## src/rtl/tmr_pkg.sv

```systemverilog
package tmr_pkg;
    localparam int ADDR_W = 3;

    typedef enum logic [1:0] {
        MODE_PERIODIC = 2'd0,
        MODE_ONESHOT  = 2'd1,
        MODE_WATCHDOG = 2'd2,
        MODE_RSVD     = 2'd3
    } tmr_mode_e;

    localparam logic [ADDR_W-1:0] A_CTRL   = 3'd0;
    localparam logic [ADDR_W-1:0] A_RELOAD = 3'd1;
    localparam logic [ADDR_W-1:0] A_COUNT  = 3'd2;
    localparam logic [ADDR_W-1:0] A_STATUS = 3'd3;
    localparam logic [ADDR_W-1:0] A_CMP    = 3'd4;
    localparam logic [ADDR_W-1:0] A_FREE   = 3'd5;

    localparam int CTRL_SHIFT_LSB = 4;
endpackage

```

## src/rtl/tmr_prescaler.sv

```systemverilog
module tmr_prescaler #(
    parameter int PS_W    = 16,
    parameter int SHIFT_W = 5
) (
    input  logic               clk,
    input  logic               rst_n,
    input  logic [SHIFT_W-1:0] shift,
    output logic               tick
);
    logic [PS_W-1:0] cnt_d, cnt_q;
    logic [PS_W-1:0] mask;

    always_comb begin
        cnt_d = cnt_q + 1'b1;
        mask  = '0;
        for (int i = 0; i < PS_W; i++) begin
            if (i < int'(shift)) mask[i] = 1'b1;
        end
        tick = ((cnt_q & mask) == mask);
    end

    always_ff @(posedge clk or negedge rst_n) begin
        if (!rst_n) cnt_q <= '0;
        else        cnt_q <= cnt_d;
    end
endmodule

```

## src/rtl/tmr_countdown.sv

```systemverilog
module tmr_countdown
    import tmr_pkg::*;
#(
    parameter int DATA_W  = 32,
    parameter int CNT_W   = 32,
    parameter int SHIFT_W = 5
) (
    input  logic               clk,
    input  logic               rst_n,
    input  logic               tick,
    input  logic               wr_ctrl,
    input  logic               wr_reload,
    input  logic [DATA_W-1:0]  wdata,
    output logic               en,
    output tmr_mode_e          mode,
    output logic [SHIFT_W-1:0] shift,
    output logic [CNT_W-1:0]   reload,
    output logic [CNT_W-1:0]   count,
    output logic               irq,
    output logic               rst_req
);
    typedef struct packed {
        logic               en;
        tmr_mode_e          mode;
        logic [SHIFT_W-1:0] shift;
        logic [CNT_W-1:0]   reload;
        logic [CNT_W-1:0]   count;
        logic               irq;
        logic               rst_req;
    } cd_state_t;

    cd_state_t s_d, s_q;

    always_comb begin
        s_d     = s_q;
        s_d.irq = 1'b0;
        if (wr_ctrl) begin
            s_d.en    = wdata[0];
            s_d.mode  = tmr_mode_e'(wdata[2:1]);
            s_d.shift = wdata[CTRL_SHIFT_LSB +: SHIFT_W];
            if (wdata[0] && !s_q.en) s_d.count = s_q.reload;
        end else if (wr_reload) begin
            s_d.reload = wdata[CNT_W-1:0];
            s_d.count  = wdata[CNT_W-1:0];
        end else if (s_q.en && tick && (s_q.reload != '0)) begin
            if (s_q.count > CNT_W'(1)) begin
                s_d.count = s_q.count - 1'b1;
            end else begin
                s_d.irq = 1'b1;
                case (s_q.mode)
                    MODE_WATCHDOG: begin
                        s_d.en      = 1'b0;
                        s_d.count   = '0;
                        s_d.rst_req = 1'b1;
                    end
                    MODE_ONESHOT: begin
                        s_d.en    = 1'b0;
                        s_d.count = '0;
                    end
                    default: s_d.count = s_q.reload;
                endcase
            end
        end
    end

    always_ff @(posedge clk or negedge rst_n) begin
        if (!rst_n) s_q <= '{en: 1'b0, mode: MODE_PERIODIC, shift: '0, reload: '0,
                             count: '0, irq: 1'b0, rst_req: 1'b0};
        else        s_q <= s_d;
    end

    assign en      = s_q.en;
    assign mode    = s_q.mode;
    assign shift   = s_q.shift;
    assign reload  = s_q.reload;
    assign count   = s_q.count;
    assign irq     = s_q.irq;
    assign rst_req = s_q.rst_req;

    AST_PERIODIC_RELOADS: assert property (@(posedge clk) disable iff (!rst_n)
        (s_q.irq && s_q.mode == MODE_PERIODIC) |-> (s_q.en && s_q.count == s_q.reload));
    AST_ONESHOT_HALTS: assert property (@(posedge clk) disable iff (!rst_n)
        (s_q.irq && s_q.mode == MODE_ONESHOT) |-> (!s_q.en && s_q.count == '0));
    AST_ZERO_RELOAD_SILENT: assert property (@(posedge clk) disable iff (!rst_n)
        (s_q.reload == '0) |=> !s_q.irq);
    AST_WDOG_REQ_HOLDS: assert property (@(posedge clk) disable iff (!rst_n)
        s_q.rst_req |=> s_q.rst_req);
endmodule

```

## src/rtl/tmr_freerun.sv

```systemverilog
module tmr_freerun #(
    parameter int DATA_W = 32,
    parameter int CNT_W  = 32
) (
    input  logic              clk,
    input  logic              rst_n,
    input  logic              tick,
    input  logic              wr_cmp,
    input  logic [DATA_W-1:0] wdata,
    output logic [CNT_W-1:0]  free_cnt,
    output logic [CNT_W-1:0]  cmp,
    output logic              irq
);
    typedef struct packed {
        logic [CNT_W-1:0] cnt;
        logic [CNT_W-1:0] cmp;
        logic             irq;
    } fr_state_t;

    fr_state_t s_d, s_q;
    logic [CNT_W-1:0] cnt_inc;

    always_comb begin
        s_d     = s_q;
        cnt_inc = s_q.cnt + 1'b1;
        if (tick) s_d.cnt = cnt_inc;
        if (wr_cmp) begin
            s_d.cmp = wdata[CNT_W-1:0];
            s_d.irq = 1'b0;
        end else if (tick && (cnt_inc == s_q.cmp)) begin
            s_d.irq = 1'b1;
        end
    end

    always_ff @(posedge clk or negedge rst_n) begin
        if (!rst_n) s_q <= '0;
        else        s_q <= s_d;
    end

    assign free_cnt = s_q.cnt;
    assign cmp      = s_q.cmp;
    assign irq      = s_q.irq;

    AST_CMP_IRQ_HOLDS: assert property (@(posedge clk) disable iff (!rst_n)
        (s_q.irq && !wr_cmp) |=> s_q.irq);
    AST_CMP_WRITE_CLEARS: assert property (@(posedge clk) disable iff (!rst_n)
        wr_cmp |=> !s_q.irq);
endmodule

```

## src/rtl/tmr_wdog_top.sv

```systemverilog
module tmr_wdog_top
    import tmr_pkg::*;
#(
    parameter int DATA_W     = 32,
    parameter int CNT_W      = 32,
    parameter int PS_W       = 16,
    parameter int FREE_SHIFT = 2
) (
    input  logic              clk,
    input  logic              rst_n,
    input  logic              por_n,
    input  logic              wr_en,
    input  logic [2:0]        wr_addr,
    input  logic [DATA_W-1:0] wr_data,
    input  logic [2:0]        rd_addr,
    output logic [DATA_W-1:0] rd_data,
    output logic              irq_timer,
    output logic              irq_cmp,
    output logic              sys_rst_req
);
    localparam int SHIFT_W = $clog2(PS_W + 1);

    logic               cd_tick, fr_tick;
    logic               cd_en;
    tmr_mode_e          cd_mode;
    logic [SHIFT_W-1:0] cd_shift;
    logic [CNT_W-1:0]   cd_reload, cd_count, fr_cnt, fr_cmp;
    logic               flag_d, flag_q;
    logic               wr_ctrl, wr_reload, wr_status, wr_cmp;

    always_comb begin
        wr_ctrl   = wr_en && (wr_addr == A_CTRL);
        wr_reload = wr_en && (wr_addr == A_RELOAD);
        wr_status = wr_en && (wr_addr == A_STATUS);
        wr_cmp    = wr_en && (wr_addr == A_CMP);
    end

    tmr_prescaler #(.PS_W(PS_W), .SHIFT_W(SHIFT_W)) u_cd_ps (
        .clk(clk), .rst_n(rst_n), .shift(cd_shift), .tick(cd_tick)
    );

    tmr_prescaler #(.PS_W(PS_W), .SHIFT_W(SHIFT_W)) u_fr_ps (
        .clk(clk), .rst_n(rst_n), .shift(SHIFT_W'(FREE_SHIFT)), .tick(fr_tick)
    );

    tmr_countdown #(.DATA_W(DATA_W), .CNT_W(CNT_W), .SHIFT_W(SHIFT_W)) u_cd (
        .clk(clk), .rst_n(rst_n), .tick(cd_tick),
        .wr_ctrl(wr_ctrl), .wr_reload(wr_reload), .wdata(wr_data),
        .en(cd_en), .mode(cd_mode), .shift(cd_shift),
        .reload(cd_reload), .count(cd_count),
        .irq(irq_timer), .rst_req(sys_rst_req)
    );

    tmr_freerun #(.DATA_W(DATA_W), .CNT_W(CNT_W)) u_fr (
        .clk(clk), .rst_n(rst_n), .tick(fr_tick),
        .wr_cmp(wr_cmp), .wdata(wr_data),
        .free_cnt(fr_cnt), .cmp(fr_cmp), .irq(irq_cmp)
    );

    // Sticky expiry flag: only power-on reset or write-one clears it.
    always_comb begin
        flag_d = flag_q;
        if (wr_status && wr_data[0]) flag_d = 1'b0;
        if (sys_rst_req)             flag_d = 1'b1;
    end

    always_ff @(posedge clk or negedge por_n) begin
        if (!por_n) flag_q <= 1'b0;
        else        flag_q <= flag_d;
    end

    always_comb begin
        rd_data = '0;
        case (rd_addr)
            A_CTRL: begin
                rd_data[0]                          = cd_en;
                rd_data[2:1]                        = cd_mode;
                rd_data[CTRL_SHIFT_LSB +: SHIFT_W]  = cd_shift;
            end
            A_RELOAD: rd_data[CNT_W-1:0] = cd_reload;
            A_COUNT:  rd_data[CNT_W-1:0] = cd_count;
            A_STATUS: rd_data[0]         = flag_q;
            A_CMP:    rd_data[CNT_W-1:0] = fr_cmp;
            A_FREE:   rd_data[CNT_W-1:0] = fr_cnt;
            default:  rd_data = '0;
        endcase
    end

    AST_FLAG_ON_EXPIRY: assert property (@(posedge clk) disable iff (!por_n)
        sys_rst_req |=> flag_q);
    AST_DISABLED_NO_REQ: assert property (@(posedge clk) disable iff (!rst_n)
        (!cd_en && !sys_rst_req) |=> !sys_rst_req);
endmodule

```

## config.mk

```make
export PLATFORM = sky130hd
export DESIGN_NAME = tmr_wdog_top
export DESIGN_NICKNAME = d
export VERILOG_FILES = /design/src/rtl/tmr_pkg.sv /design/src/rtl/tmr_prescaler.sv /design/src/rtl/tmr_countdown.sv /design/src/rtl/tmr_freerun.sv /design/src/rtl/tmr_wdog_top.sv
export SDC_FILE = /design/constraint.sdc
export NUM_CORES = 1
export LEC_CHECK = 0
export BUFFER_PORTS_ARGS = -buffer_cell sky130_fd_sc_hd__buf_2
export CAP_MARGIN = 0
export CORE_UTILIZATION = 40
export DETAILED_ROUTE_END_ITERATION = 10
export GPL_ROUTABILITY_DRIVEN = 0
export MAX_ROUTING_LAYER = met4
export PLACE_DENSITY = 0.66
export SKIP_LAST_GASP = 1
export SYNTH_ARGS = -nofsm -noshare
export SYNTH_HDL_FRONTEND = slang
export SYNTH_SLANG_ARGS = --single-unit
```

## constraint.sdc

```tcl
create_clock -name clk -period 3.2 [get_ports clk]
set_clock_uncertainty 0.05 [all_clocks]
set_input_delay 0.32 -clock clk [delete_from_list [all_inputs] [get_ports clk]]
set_output_delay 0.32 -clock clk [all_outputs]
set_load 0.005 [all_outputs]
```

# After elaboration in Yosys (flattened, before gate mapping)

Cells that the tools add are included.

$add $sub $neg: 4
Magnitude comparators: 17
Eq/ne operators: 16
Muxes and demuxes: 40
Bitwise logic cells: 4
Reductions and logical operators: 23

Operators with widths:

| cell                  | number |
|---|---|
| $mux 32               | 5 |
| $pmux 23 s4           | 1 |
| $lt 4x5->1 const A    | 8 |
| $mux 34               | 1 |
| $add 16x1->16 const B | 2 |
| $add 32x1->32 const B | 1 |
| $eq 32x32->1          | 1 |
| $gt 32x1->1 const B   | 1 |
| $reduce_bool 32->1    | 1 |
| $sub 32x1->32 const B | 1 |
| $mux 1                | 26 |
| $pmux 5 s5            | 1 |
| $lt 3x5->1 const A    | 4 |
| $and 16x16->16        | 1 |
| $eq 16x16->1          | 1 |
| $lt 1x5->1 const A    | 2 |
| $lt 2x5->1 const A    | 2 |
| $pmux 2 s5            | 1 |
| $eq 3x2->1 const B    | 3 |
| $eq 3x3->1 const B    | 3 |
| $logic_and 1x1->1     | 9 |
| $reduce_bool 2->1     | 4 |
| $eq 3x1->1 const B    | 2 |
| $logic_not 3->1       | 2 |
| 14 further kinds      | 21 |

Flip-flop bits (word level): 172
Bits of input ports: 42
Output and inout bits: 35
Logic and storage cells: 117

# Logic depth before layout (Yosys ltp)

Depth in word-level cells: 9
Mapped depth: 10
Gate-level depth less buffers: 8

# Modules after synthesis

Synthesis repeated with hierarchy kept, for this count alone.

Cells, all modules: 1206
Area, all modules: 11199.5 um^2

By module, submodules not included:

| module        | instances | cells an instance | area an instance (um^2) | sequential area each (um^2) |
|---|---|---|---|---|
| tmr_countdown | 1         | 515               | 4409.2                  | 1851.8 |
| tmr_freerun   | 1         | 377               | 3818.7                  | 1626.6 |
| tmr_prescaler | 2         | 84                | 872.1                   | 400.4 |
| tmr_wdog_top  | 1         | 146               | 1227.4                  | 25.0 |

# Worst setup path before layout

No wires, ideal clock.

Path type: register to register
From: register u_cd.s_q, in the netlist u_cd.count[23]
To: register u_cd.s_q, in the netlist u_cd.count[16]
Library setup time: 0.137 ns
Arrival time: 2.493 ns
Data required time: 3.013 ns
Path slack: 0.521 ns
Cell stages (with the launch flop): 8
Buffers on the path: 1
Period minus slack after synthesis: 2.679 ns
Cell sequence: dfrtp_1 -> or4_1 -> or4_4 -> nor4_4 -> buf_2 -> nor2_1 -> a2111oi_2 -> a21oi_1

Longest elaborated chain between the ends: 5

RTL lines:

| element                | line                | text |
|---|---|---|
| start, declared        | tmr_countdown.sv:32 | `cd_state_t s_d, s_q;` |
| start signal, assigned | tmr_countdown.sv:67 | `if (!rst_n) s_q <= '{en: 1'b0, mode: MODE_PERIODIC, shift: '0, reload: '0,` |
| $gt 32x1->1            | tmr_countdown.sv:46 | `if (s_q.count > CNT_W'(1)) begin` |
| $mux 32                | tmr_countdown.sv:46 |  |
| $mux 34                | tmr_countdown.sv:45 | `end else if (s_q.en && tick && (s_q.reload != '0)) begin` |
| $mux 32                | tmr_countdown.sv:42 | `end else if (wr_reload) begin` |
| $mux 32                | tmr_countdown.sv:37 | `if (wr_ctrl) begin` |

Every way passes these cells. The select of a mux whose other input is x is not followed.
A chain may end at the register's enable or synchronous reset.

# Final worst setup path

From: register u_fr.s_q, in the netlist u_fr.free_cnt[8]
To: register u_fr.s_q, in the netlist u_fr.irq

Longest elaborated chain between the ends: 4

RTL lines:

| element                     | line              | text |
|---|---|---|
| start, declared             | tmr_freerun.sv:20 | `fr_state_t s_d, s_q;` |
| start signal, assigned      | tmr_freerun.sv:36 | `if (!rst_n) s_q <= '0;` |
| start signal, assigned      | tmr_freerun.sv:37 | `else s_q <= s_d;` |
| $add 32x1->32               | tmr_freerun.sv:25 | `cnt_inc = s_q.cnt + 1'b1;` |
| $eq 32x32->1                | tmr_freerun.sv:30 | `end else if (tick && (cnt_inc == s_q.cmp)) begin` |
| $logic_and 1x1->1           | tmr_freerun.sv:30 |  |
| $reduce_bool 2->1 (no line) | -                 |  |

Every way passes these cells.

==> results.ini <==
[hold_path]
hold_start = wr_data[5]
min_path_cells = 3
hp-class = in2reg
hold_end = u_cd.shift[1]

[global_routing]
grt_max_degree = 69
grt_pass1_wl_um = 48670
grt_remaining_overflow = 0
grt_pass1_vias = 8358
track_usage_pct = 25.09
antenna_found_initial = 0

[die]
core_um2 = 24460
io_pins = 77
initial_core_util_pct = 41.14
die_h_um = 160.6
die_w_um = 160.6
rows = 57
die_area_um2 = 25800

[drt]
drt-initial-drc-count = 907
drc_errors = 0
drt_pass1_iterations = 5
vias_per_cell = 6.009
postRouteAntennaNets = 0
routedWlPerCell_um = 20.90
finalWirelength_um = 30580
vias = 8791

[layout]
nNetsFinal = 1174
layout_commonest_cell = dfrtp_1
multiInputGateArea_um2 = 5759
area.growth.synth_to_final_pct = 14.45
drive_gt1_share_pct = 21.25
antenna_cells = 0
regArea_um2 = 3954
nFillCells = 2305
final_cell_mix = dfrtp_1, buf_2, nand2_1, nor2_1
finalNonFillerCells = 1463

[worst_setup_path]
cp_slowest_stage_delay_ns = 0.57
slowest_stage = dfrtp_1
critical_path_peak_fanout = 9
reg2regPathDepth = 8
crit_path_cell_trace = nand4_1 -> buf_4 -> or4_1 -> o31ai_1 -> o211ai_1 -> a2111oi_0 -> o2111ai_1 -> o22ai_1
setup.worst_path.class = reg2reg
cp-end-kind = register
reg2reg_to = u_fr.irq
critical_path_buf_inv_count = 1
r2r-start = u_fr.free_cnt[8]
arrival_ns = 3.24
cp.required_ns = 3.51
startpoint_type = register
cp_top_family = compound AO/OA/AOI/OAI gates
ff2ff_setup_slack_ns = 0.27

[timing]
setup_tns_ns = 0
hold_viol = 0
rsz0062_at_grt = no
max_slew_margin_pct = 28.75
worstMarginPinSlew_ns = 1.069
post-route-period-util_pct = 91.51
holdWs_ns = 0.1048
min_period_ns = 2.928
fmax_mhz = 341.5
fin_ws_ns = 0.2715
setup_viol = 0
drv_slew = 0

[logic_synthesis]
syn_nets = 1117
avgSynthCellArea_um2 = 9.414
ys_ff_latch = 158
syn-instance-count = 1069
async_reset_ff_share_pct = 100.0
synth-edff-count = 0
syn_area_um2 = 10060
synth_flop_cell = dfrtp_1
ys_types = 67
synth-seq-area-share_pct = 39.29
yosys_warnings = 0

[clock_network]
cts_tree = built
clk_latency_ns = 0.44
cts_root_buf = clkbuf_16
cts_sinks = 158
htree_levels = 4
clockBufferDepth = 2
ctsResizeCount = 0
cts_inserted_buffers = 17
path_clk_slew_ns = 0.07

[pwr]
power.density_nw_per_um2 = 574.8
leakage_nw = 5.120
ir_drop_v = 0.0003529

[placement]
dp_slack_ns = 0.3126
port_buffers = 76
hpwlAfterDp_um = 22220
place_inst = 1429

[outcome]
status = finished, final reports clean

[job]
cap_violations = 0

[metal layers]
metal  part of all wire, %  wire (um)  vias to the layer above  GRT usage (%)
met5                     0          0                        -              -
met3                   7.5       2283                       63          4.597
met2                    45      13780                      365          36.25
met4                   3.4       1039                        0          10.00
met1                    44      13480                     4331          34.60
li1                      -          -                     4032              -
[how the worst max path moves through the flow]
stage | cells after the start | endpoint | start
after global placement | 8 | u_fr.irq | u_fr.free_cnt[8]
after floorplan | 7 | u_cd.count[16] | u_cd.count[23]
after detailed placement | 7 | u_cd.count[0] | u_cd.count[23]
after CTS | 7 | u_cd.count[0] | u_cd.count[23]
final | 8 | u_fr.irq | u_fr.free_cnt[8]
after global routing | 8 | u_fr.irq | u_fr.free_cnt[8]
[cell usage after synthesis, types with 6 or more instances]
master | instances | share of area, %
dfrtp_1 | 158 | 39
nand2_1 | 72 | 2.7
nor2_1 | 72 | 2.7
mux2_2 | 69 | 7.7
xnor2_1 | 69 | 6.0
mux2i_1 | 60 | 6.0
clkbuf_1 | 59 | 2.2
nand3_1 | 53 | 2.6
a22oi_1 | 51 | 3.8
nor3_1 | 48 | 2.4
a21oi_1 | 45 | 2.2
o21ai_0 | 42 | 2.1
xor2_1 | 42 | 3.7
nand4_1 | 27 | 1.7
nor4_1 | 23 | 1.4
inv_1 | 19 | 0.71
and3_1 | 16 | 0.99
buf_2 | 10 | 0.50
buf_1 | 8 | 0.30
and4_1 | 7 | 0.61
ha_1 | 6 | 0.75
nand2b_1 | 6 | 0.37
or3_1 | 6 | 0.37
[metrics by stage]
| stage | utilization, % | area (um^2) | total power, mW |
|---|---|---|---|
| floorplan | - | 10060 | 3.840 |
| global placement | 44.53 | 10890 | 4.422 |
| detailed placement | 44.53 | 10890 | 4.471 |
| CTS | 47.08 | 11520 | 6.613 |
| global route | 47.08 | 11520 | 6.936 |
| finish | 47.08 | 11520 | 6.620 |
[sequential cells by signal, summed over array words and instances (netlist names)]
signal / flops
u_cd.mode: 2
u_cd.rst_req: 1
u_cd.en: 1
u_cd_ps.cnt_q: 16
u_fr.irq: 1
u_fr.free_cnt: 32
u_cd.reload: 32
u_fr.cmp: 32
u_cd.shift: 5
u_cd.count: 32
u_fr_ps.cnt_q: 2
flag_q: 1
u_cd.irq: 1
[power breakdown]
group	total [mW]	leakage (nW)	internal, mW	switching, mW
clock network	2.14	0.292	1.18	0.959
logic	1.82	2.81	0.816	1.00
registers	2.66	2.02	2.26	0.408
total	6.62	5.12	4.25	2.37
[logic make-up (layout without fill, tap and decap cells)]
logic type	Yosys count	in the layout	share of synthesized area (%)
xor+xnor	111	111	9.661
compound gates	201	201	13.45
buf+inv	99	169	3.829
mux	133	133	14.58
flops	158	158	39.29
simple gates	361	361	18.44
fa+ha+maj	6	6	0.7460
[tightest hold or removal path, delay by kind of cell]
kind	cells	cell delay, ns
simple gates	1	0.05
compound gates	1	0.06
buf+inv	1	0.13
[what timing repair did]
item,CTS,global route
hold buffers,2,0
endpoints found under the setup margin,0,0
buffers inserted,0,0
hold endpoints to repair,66,0
[layout make-up]
cell class / instances / area share, %
timing repair buffer: 116 / 6.225
inverter: 21 / 0.6844
clock buffer: 17 / 3.694
tap: 324 / 3.520
sequential: 158 / 34.33
multi-input combinational: 812 / 50.01
clock inverter: 15 / 1.543
No activity file was read; power rests on OpenSTA's default activity.
